## config.mk

```make
export PLATFORM = sky130hd
export DESIGN_NAME = fpnan_resolve
export DESIGN_NICKNAME = d
export VERILOG_FILES = /design/src/rtl/fpnan_pkg.sv /design/src/rtl/fpnan_classify.sv /design/src/rtl/fpnan_prio.sv /design/src/rtl/fpnan_resolve.sv
export SDC_FILE = /design/constraint.sdc
export NUM_CORES = 1
export LEC_CHECK = 0
export ABC_AREA = 1
export BUFFER_PORTS_ARGS = -buffer_cell sky130_fd_sc_hd__buf_2
export CAP_MARGIN = 15
export CORE_ASPECT_RATIO = 1.25
export CORE_MARGIN = 5
export CORE_UTILIZATION = 45
export DETAILED_ROUTE_END_ITERATION = 6
export GPL_ROUTABILITY_DRIVEN = 0
export PLACE_DENSITY = 0.82
export SLEW_MARGIN = 25
export SYNTH_ARGS = -nofsm -noshare
export SYNTH_HDL_FRONTEND = slang
export SYNTH_SLANG_ARGS = --single-unit
```

## constraint.sdc

```tcl
create_clock -name vclk -period 2.7
set_clock_uncertainty 0.1 [all_clocks]
set_input_delay 0.54 -clock vclk [all_inputs]
set_output_delay 0.54 -clock vclk [all_outputs]
set_load 0.01 [all_outputs]
```

## src/rtl/fpnan_pkg.sv

```systemverilog
package fpnan_pkg;
  localparam int FP_W  = 32;
  localparam int EXP_W = 8;
  localparam int MAN_W = FP_W - EXP_W - 1;
  localparam int QBIT  = MAN_W - 1;
  localparam int N_OPND = 3;

  localparam logic [FP_W-1:0] QUIET_MASK  = FP_W'(1) << QBIT;
  localparam logic [FP_W-1:0] DEFAULT_NAN =
    {1'b0, {EXP_W{1'b1}}, 1'b1, {(MAN_W-1){1'b0}}};

  typedef enum logic {OP_ADD = 1'b0, OP_FMA = 1'b1} op_kind_e;
  typedef enum logic {POL_QUIET = 1'b0, POL_RAW = 1'b1} nan_policy_e;

  typedef struct packed {
    logic            is_nan;
    logic            is_snan;
    logic [FP_W-1:0] raw;
  } nan_info_t;
endpackage

```

## src/rtl/fpnan_classify.sv

```systemverilog
module fpnan_classify
  import fpnan_pkg::*;
(
  input  logic [FP_W-1:0] word,
  output nan_info_t       info
);
  logic [EXP_W-1:0] exp_f;
  logic [MAN_W-1:0] man_f;

  assign exp_f = word[FP_W-2 -: EXP_W];
  assign man_f = word[MAN_W-1:0];

  always_comb begin
    info.is_nan  = (&exp_f) && (|man_f);
    info.is_snan = info.is_nan && !man_f[QBIT];
    info.raw     = word;
  end
endmodule

```

## src/rtl/fpnan_prio.sv

```systemverilog
module fpnan_prio
  import fpnan_pkg::*;
#(
  parameter int N = N_OPND
) (
  input  nan_info_t       slot [N],
  output logic            found,
  output logic [FP_W-1:0] win_word
);
  // Slot 0 has the highest priority; scan from the lowest so slot 0 lands last.
  always_comb begin
    found    = 1'b0;
    win_word = '0;
    for (int i = N - 1; i >= 0; i--) begin
      if (slot[i].is_nan) begin
        found    = 1'b1;
        win_word = slot[i].raw;
      end
    end
  end
endmodule

```

## src/rtl/fpnan_resolve.sv

```systemverilog
module fpnan_resolve
  import fpnan_pkg::*;
(
  input  logic [31:0] opnd_x,
  input  logic [31:0] opnd_y,
  input  logic [31:0] opnd_acc,
  input  logic        op_fma,
  input  logic        policy_raw,
  input  logic        prod_inf_zero,
  output logic        ovr_valid,
  output logic [31:0] ovr_result,
  output logic        invalid
);
  localparam int IDX_X = 0;
  localparam int IDX_Y = 1;
  localparam int IDX_A = 2;

  logic [FP_W-1:0] words [N_OPND];
  nan_info_t       info  [N_OPND];
  nan_info_t       order [N_OPND];
  op_kind_e        kind;
  nan_policy_e     pol;
  logic            any_snan;
  logic            bad_prod;
  logic            found;
  logic [FP_W-1:0] win_word;

  assign words[IDX_X] = opnd_x;
  assign words[IDX_Y] = opnd_y;
  assign words[IDX_A] = opnd_acc;
  assign kind = op_kind_e'(op_fma);
  assign pol  = nan_policy_e'(policy_raw);

  for (genvar g = 0; g < N_OPND; g++) begin : g_cls
    fpnan_classify u_cls (.word(words[g]), .info(info[g]));
  end

  // Priority ordering per operation and policy; unused slots are masked.
  always_comb begin
    unique case ({kind, pol})
      {OP_ADD, POL_QUIET}: begin
        order[0] = info[IDX_Y];
        order[1] = info[IDX_X];
        order[2] = '0;
      end
      {OP_ADD, POL_RAW}: begin
        order[0] = info[IDX_X];
        order[1] = info[IDX_Y];
        order[2] = '0;
      end
      {OP_FMA, POL_QUIET}: begin
        order[0] = info[IDX_A];
        order[1] = info[IDX_Y];
        order[2] = info[IDX_X];
      end
      default: begin
        order[0] = info[IDX_X];
        order[1] = info[IDX_Y];
        order[2] = info[IDX_A];
      end
    endcase
  end

  fpnan_prio #(.N(N_OPND)) u_prio (
    .slot     (order),
    .found    (found),
    .win_word (win_word)
  );

  always_comb begin
    any_snan = 1'b0;
    for (int i = 0; i < N_OPND; i++) any_snan |= order[i].is_snan;
  end

  assign bad_prod = (kind == OP_FMA) && prod_inf_zero;

  always_comb begin
    ovr_valid  = found || bad_prod;
    ovr_result = '0;
    if (found)
      ovr_result = (pol == POL_RAW) ? win_word : (win_word | QUIET_MASK);
    else if (bad_prod)
      ovr_result = DEFAULT_NAN;
    invalid = (pol == POL_QUIET) && (any_snan || bad_prod);
  end
endmodule

```

Yosys cells after proc, flatten, opt, wreduce, memory -nomap -nowiden
Index checks and enable logic that the tools add are counted.
{"block": "word_totals", "latchBits": 0, "regBits": 0, "elab_cells": 35, "mem_bits_rw": 0, "n_memories": 0, "in_bits": 99, "romBits": 0}
{"block": "op_classes", "n_eq_ne": 2, "div": 0, "shift": 0, "n_bitwise": 3, "order_cmp": 0, "n_addsub": 0, "mul": 0, "n_reduce_logical": 20, "mux": 10}
{"cell": "102-bit one-hot mux with 3 select lines", "n": 1}
{"cell": "32-bit 2-to-1 mux", "n": 4}
{"cell": "23-bit OR reduction", "n": 3}
{"cell": "31-bit 2-to-1 mux", "n": 1}
{"cell": "8-bit AND reduction", "n": 3}
{"cell": "23-bit 2-to-1 mux", "n": 1}
{"cell": "1-bit logical AND", "n": 8}
{"cell": "1-bit logical NOT", "n": 3}
{"cell": "1-bit 2-to-1 mux", "n": 3}
{"cell": "2-bit by 1-bit == test with 1-bit output (second input constant)", "n": 1}
{"cell": "2-bit == test (second input constant)", "n": 1}
{"cell": "2-bit logical NOT", "n": 1}
{"cell": "1-bit logical OR", "n": 2}
{"cell": "1-bit bitwise OR", "n": 2}
{"cell": "1-bit NOT", "n": 1}

Depth between registers and ports, before layout
{"block": "depth", "ltp_word": 9, "ltp_mapped": 12}

Hierarchy
A second synthesis with hierarchy kept.
{"block": "unflattened", "cells_unflattened": 796, "area_unflattened_um2": 3716.1}
{"mod": "fpnan_resolve", "n_inst": 1, "area_each_um2": 1674.1, "cells_per_inst": 371}
{"mod": "fpnan_classify", "n_inst": 3, "area_each_um2": 354.1, "cells_per_inst": 60}
{"mod": "fpnan_prio", "n_inst": 1, "area_each_um2": 979.7, "cells_per_inst": 245}

Worst setup path before layout
Ideal clock, no wire load.
{"block": "synth_path", "path_kind": "input -> output", "start": "input policy_raw", "end": "output ovr_result[22]", "cell_stages": 12, "arrival_ns": 1.689, "path_slack_ns": 0.371, "path_buffers": 1, "required_time_ns": 2.060, "path_cell_list": "buf_4 > inv_2 > nand2_2 > inv_4 > nand3_2 > nand2_4 > inv_2 > nand2_2 > nor2_4 > nand2_1 > clkinv_1 > a21oi_1"}
{"block": "synth_via", "elab_chain_cells": 7}
{"element": "from (decl)", "line": "fpnan_resolve.sv:8", "source": "input logic policy_raw,"}
{"element": "2-bit == test (tied with other cells)", "line": "fpnan_resolve.sv:40", "source": "unique case ({kind, pol})"}
{"element": "102-bit one-hot mux with 3 select lines", "line": "fpnan_resolve.sv:40"}
{"element": "32-bit 2-to-1 mux (3 in a row)", "line": "fpnan_prio.sv:15", "source": "if (slot[i].is_nan) begin"}
{"element": "23-bit 2-to-1 mux", "line": "fpnan_resolve.sv:81", "source": "ovr_result = (pol == POL_RAW) ? win_word : (win_word | QUIET_MASK);"}
{"element": "32-bit 2-to-1 mux *", "line": "fpnan_resolve.sv:80", "source": "if (found)"}
{"element": "to (decl)", "line": "fpnan_resolve.sv:11", "source": "output logic [31:0] ovr_result,"}
Mark *: on every way between the ends. The rest lies on a longest branch, timed or not.

Worst setup path after layout
{"block": "layout_path", "start": "input opnd_x[16]", "end": "output ovr_result[31]"}
{"block": "layout_via", "elab_chain_cells": 7}
{"element": "from (decl)", "line": "fpnan_resolve.sv:4", "source": "input logic [31:0] opnd_x,"}
{"element": "23-bit OR reduction *", "line": "fpnan_classify.sv:14", "source": "info.is_nan = (&exp_f) && (|man_f);"}
{"element": "1-bit logical AND *", "line": "fpnan_classify.sv:14"}
{"element": "102-bit one-hot mux with 3 select lines *", "line": "fpnan_resolve.sv:40"}
{"element": "32-bit 2-to-1 mux or 1-bit 2-to-1 mux (tied branches) (3 in a row)", "line": "fpnan_prio.sv:15"}
{"element": "32-bit 2-to-1 mux *", "line": "fpnan_resolve.sv:80"}
Marked as above.

==> flow_metrics.py <==
metrics = {
    "sta": {
        "slew_headroom": 0.800,
        "holdWs_ns": 1.42,
        "setup_viol": 0,
        "hold_viol": 0,
        "fin_crit_sh": 0.983,
        "final.setup.worst_slack_ns": 0.0467,
        "rsz0062_at_grt": "true",
        "max_slew.worst_pin.slew_ns": 0.300,
        "fin_tns_setup_ns": 0,
        "min_period_ns": 2.65,
        "slew_viol_final": 0,
        "clock.fmax_mhz": 377,
    },
    "synth": {
        "synth_top_area_share": 0.168,
        "yosys.area.top_type": "nand2_1",
        "synth.cell_area_um2": 2300,
        "post-synth-top-count-cell": "nand2_1",
        "synth_area_per_cell_um2": 5.39,
        "synthDistinctLibCells": 27,
        "synth_common_cells": "103 x nand2_1, 86 x nor2_1, 69 x o21ai_0, 29 x nand3_2",
        "synth_area_leaders": "nand2_1 17%, o21ai_0 15%, nor2_1 14%, nand3_2 13%, a22oi_2 12%",
        "ys.warnings.count": 0,
        "synth_nets": 526,
        "ys_seq_area_frac": 0,
        "syn_inst": 427,
    },
    "global_routing": {
        "grt_pass1_wl_mm": 13.3,
        "grt_start_max_net_pins": 42,
        "grt_pass1_vias": 3008,
        "grt_usage": 0.234,
        "gr-total-overflow": 0,
        "antenna_found_initial": 0,
    },
    "pwr": {
        "p_switching_uw": 238,
        "pwr-share-seq": 0,
        "leakage_nw": 1.54,
        "peakVddDrop_uv": 61.2,
        "power_density_nw_per_um2": 129,
        "clockPowerShare": 0,
        "p_sw_frac": 0.581,
        "internal-power_uw": 172,
        "p_total_uw": 410,
        "combPwrFrac": 1.000,
    },
    "floorplanning": {
        "coreArea_um2": 5010,
        "dieArea_um2": 6650,
        "rows": 29,
        "start_util": 0.459,
        "io-pin-count": 133,
        "die_height_um": 89.9,
        "die_w_um": 73.9,
    },
    "final_layout": {
        "fin_util": 0.635,
        "finalInstanceArea_um2": 3180,
        "areaGrowthSynthToFinish_pct": 38.4,
        "seq_cell_count": 0,
        "seqCellArea_um2": 0,
        "final_layout_size_suffix_gt1_frac": 0.428,
        "instances_no_fill": 616,
        "clock_buffers": 0,
        "n_antenna_cell": 0,
        "nets": 655,
        "fillers": 487,
    },
    "route": {
        "wl_per_cell_um": 13.8,
        "drc_errors": 0,
        "firstDrtPassIters": 4,
        "viasPerCell": 5.46,
        "drt_first_iter_violations": 177,
        "drt_wl_total_mm": 8.51,
        "ant_nets": 0,
        "vias": 3364,
    },
    "placed_design": {
        "port_buffers": 133,
        "dp_slack_ns": 0.0207,
        "place_hpwl_mm": 6.56,
        "place_area_um2": 3040,
        "placed_cells": 611,
    },
    "setup_path": {
        "start_kind": "primary input",
        "required_ns": 2.06,
        "path_class": "in2out",
        "worstPathMaxFanout": 9,
        "arrival_ns": 2.01,
        "worstSetupEndpointType": "output port",
    },
    "hold_path": {
        "hold_depth": 5,
        "hp-start": "opnd_acc[22]",
        "worstHoldEndpoint": "invalid",
        "min_path_type": "in2out",
    },
    "run_status": {
        "status": "completed",
    },
    "job": {
        "cap_viol_max_count": 0,
    },
    "clocking": {
        "cts_hold_buf": 0,
    },
}
-- repair_timing --
item | CTS | global route
endpoints found under the setup margin | 0 | 32
endpoints found under the hold margin | 0 | 0
buffers inserted | 0 | 2
gates resized for setup | 0 | 15
-- cell families after synthesis --
group / after synthesis / share of synthesized area
mux: 1 / 0.00435
simple gates: 245 / 0.510
compound gates: 120 / 0.338
buf+inv: 61 / 0.147
-- worst max-delay path: stages --
cell and delay [ns]:
buf_2 0.11, nor2_2 0.11, nand2_1 0.08, nor2_2 0.14
nand3_2 0.10, nand2_1 0.10, nand2_2 0.10, nand2_8 0.17
buf_12 0.15, nand2_1 0.05, a21oi_1 0.12, o21a_1 0.13
buf_2 0.12
-- cells in the final DEF (no fill, tap or decap), drive strengths merged --
master    n
nand2   110
a41oi     1
clkinv    1
o21ai    69
a22oi    24
buf     153
clkbuf    3
inv      31
nand3    38
mux2i     1
nand4     7
o22ai     1
a21oi    24
o21a      1
nor2     90
-- routing by layer --
layer,global-route usage,routed length [um]
met5,0,0
met4,0.0529,184
met3,0.0123,679
met2,0.438,4450
met1,0.280,3190
-- how the worst max path moves through the flow --
stage / startpoint / to / slack, ns / cells past startpoint
3_3_place_gp: opnd_x[16] / ovr_result[31] / 0.04 / 13
4_1_cts: opnd_x[16] / ovr_result[31] / 0.01 / 12
5_1_grt: opnd_x[6] / ovr_result[31] / -0.04 / 13
3_5_place_dp: opnd_x[16] / ovr_result[31] / 0.02 / 12
6_report: opnd_x[16] / ovr_result[31] / 0.05 / 13
2_1_floorplan: policy_raw / ovr_result[22] / 0.37 / 12
-- cell type report --
| class | count | area [um2] | area share |
|---|---|---|---|
| multi-input cells | 366 | 2010 | 0.632 |
| repair buffers | 156 | 970 | 0.305 |
| inverters | 32 | 123 | 0.0385 |
| well taps | 62 | 77.6 | 0.0244 |
-- power groups by stage --
stage                     Combinational, mW  Sequential [mW]  Clock [mW]
final                                 0.410                0           0
after global routing                  0.450                0           0
after CTS                             0.390                0           0
after detailed placement              0.388                0           0
after global placement                0.379                0           0
after floorplan                       0.221                0           0
(Power assumes the default switching activity.)
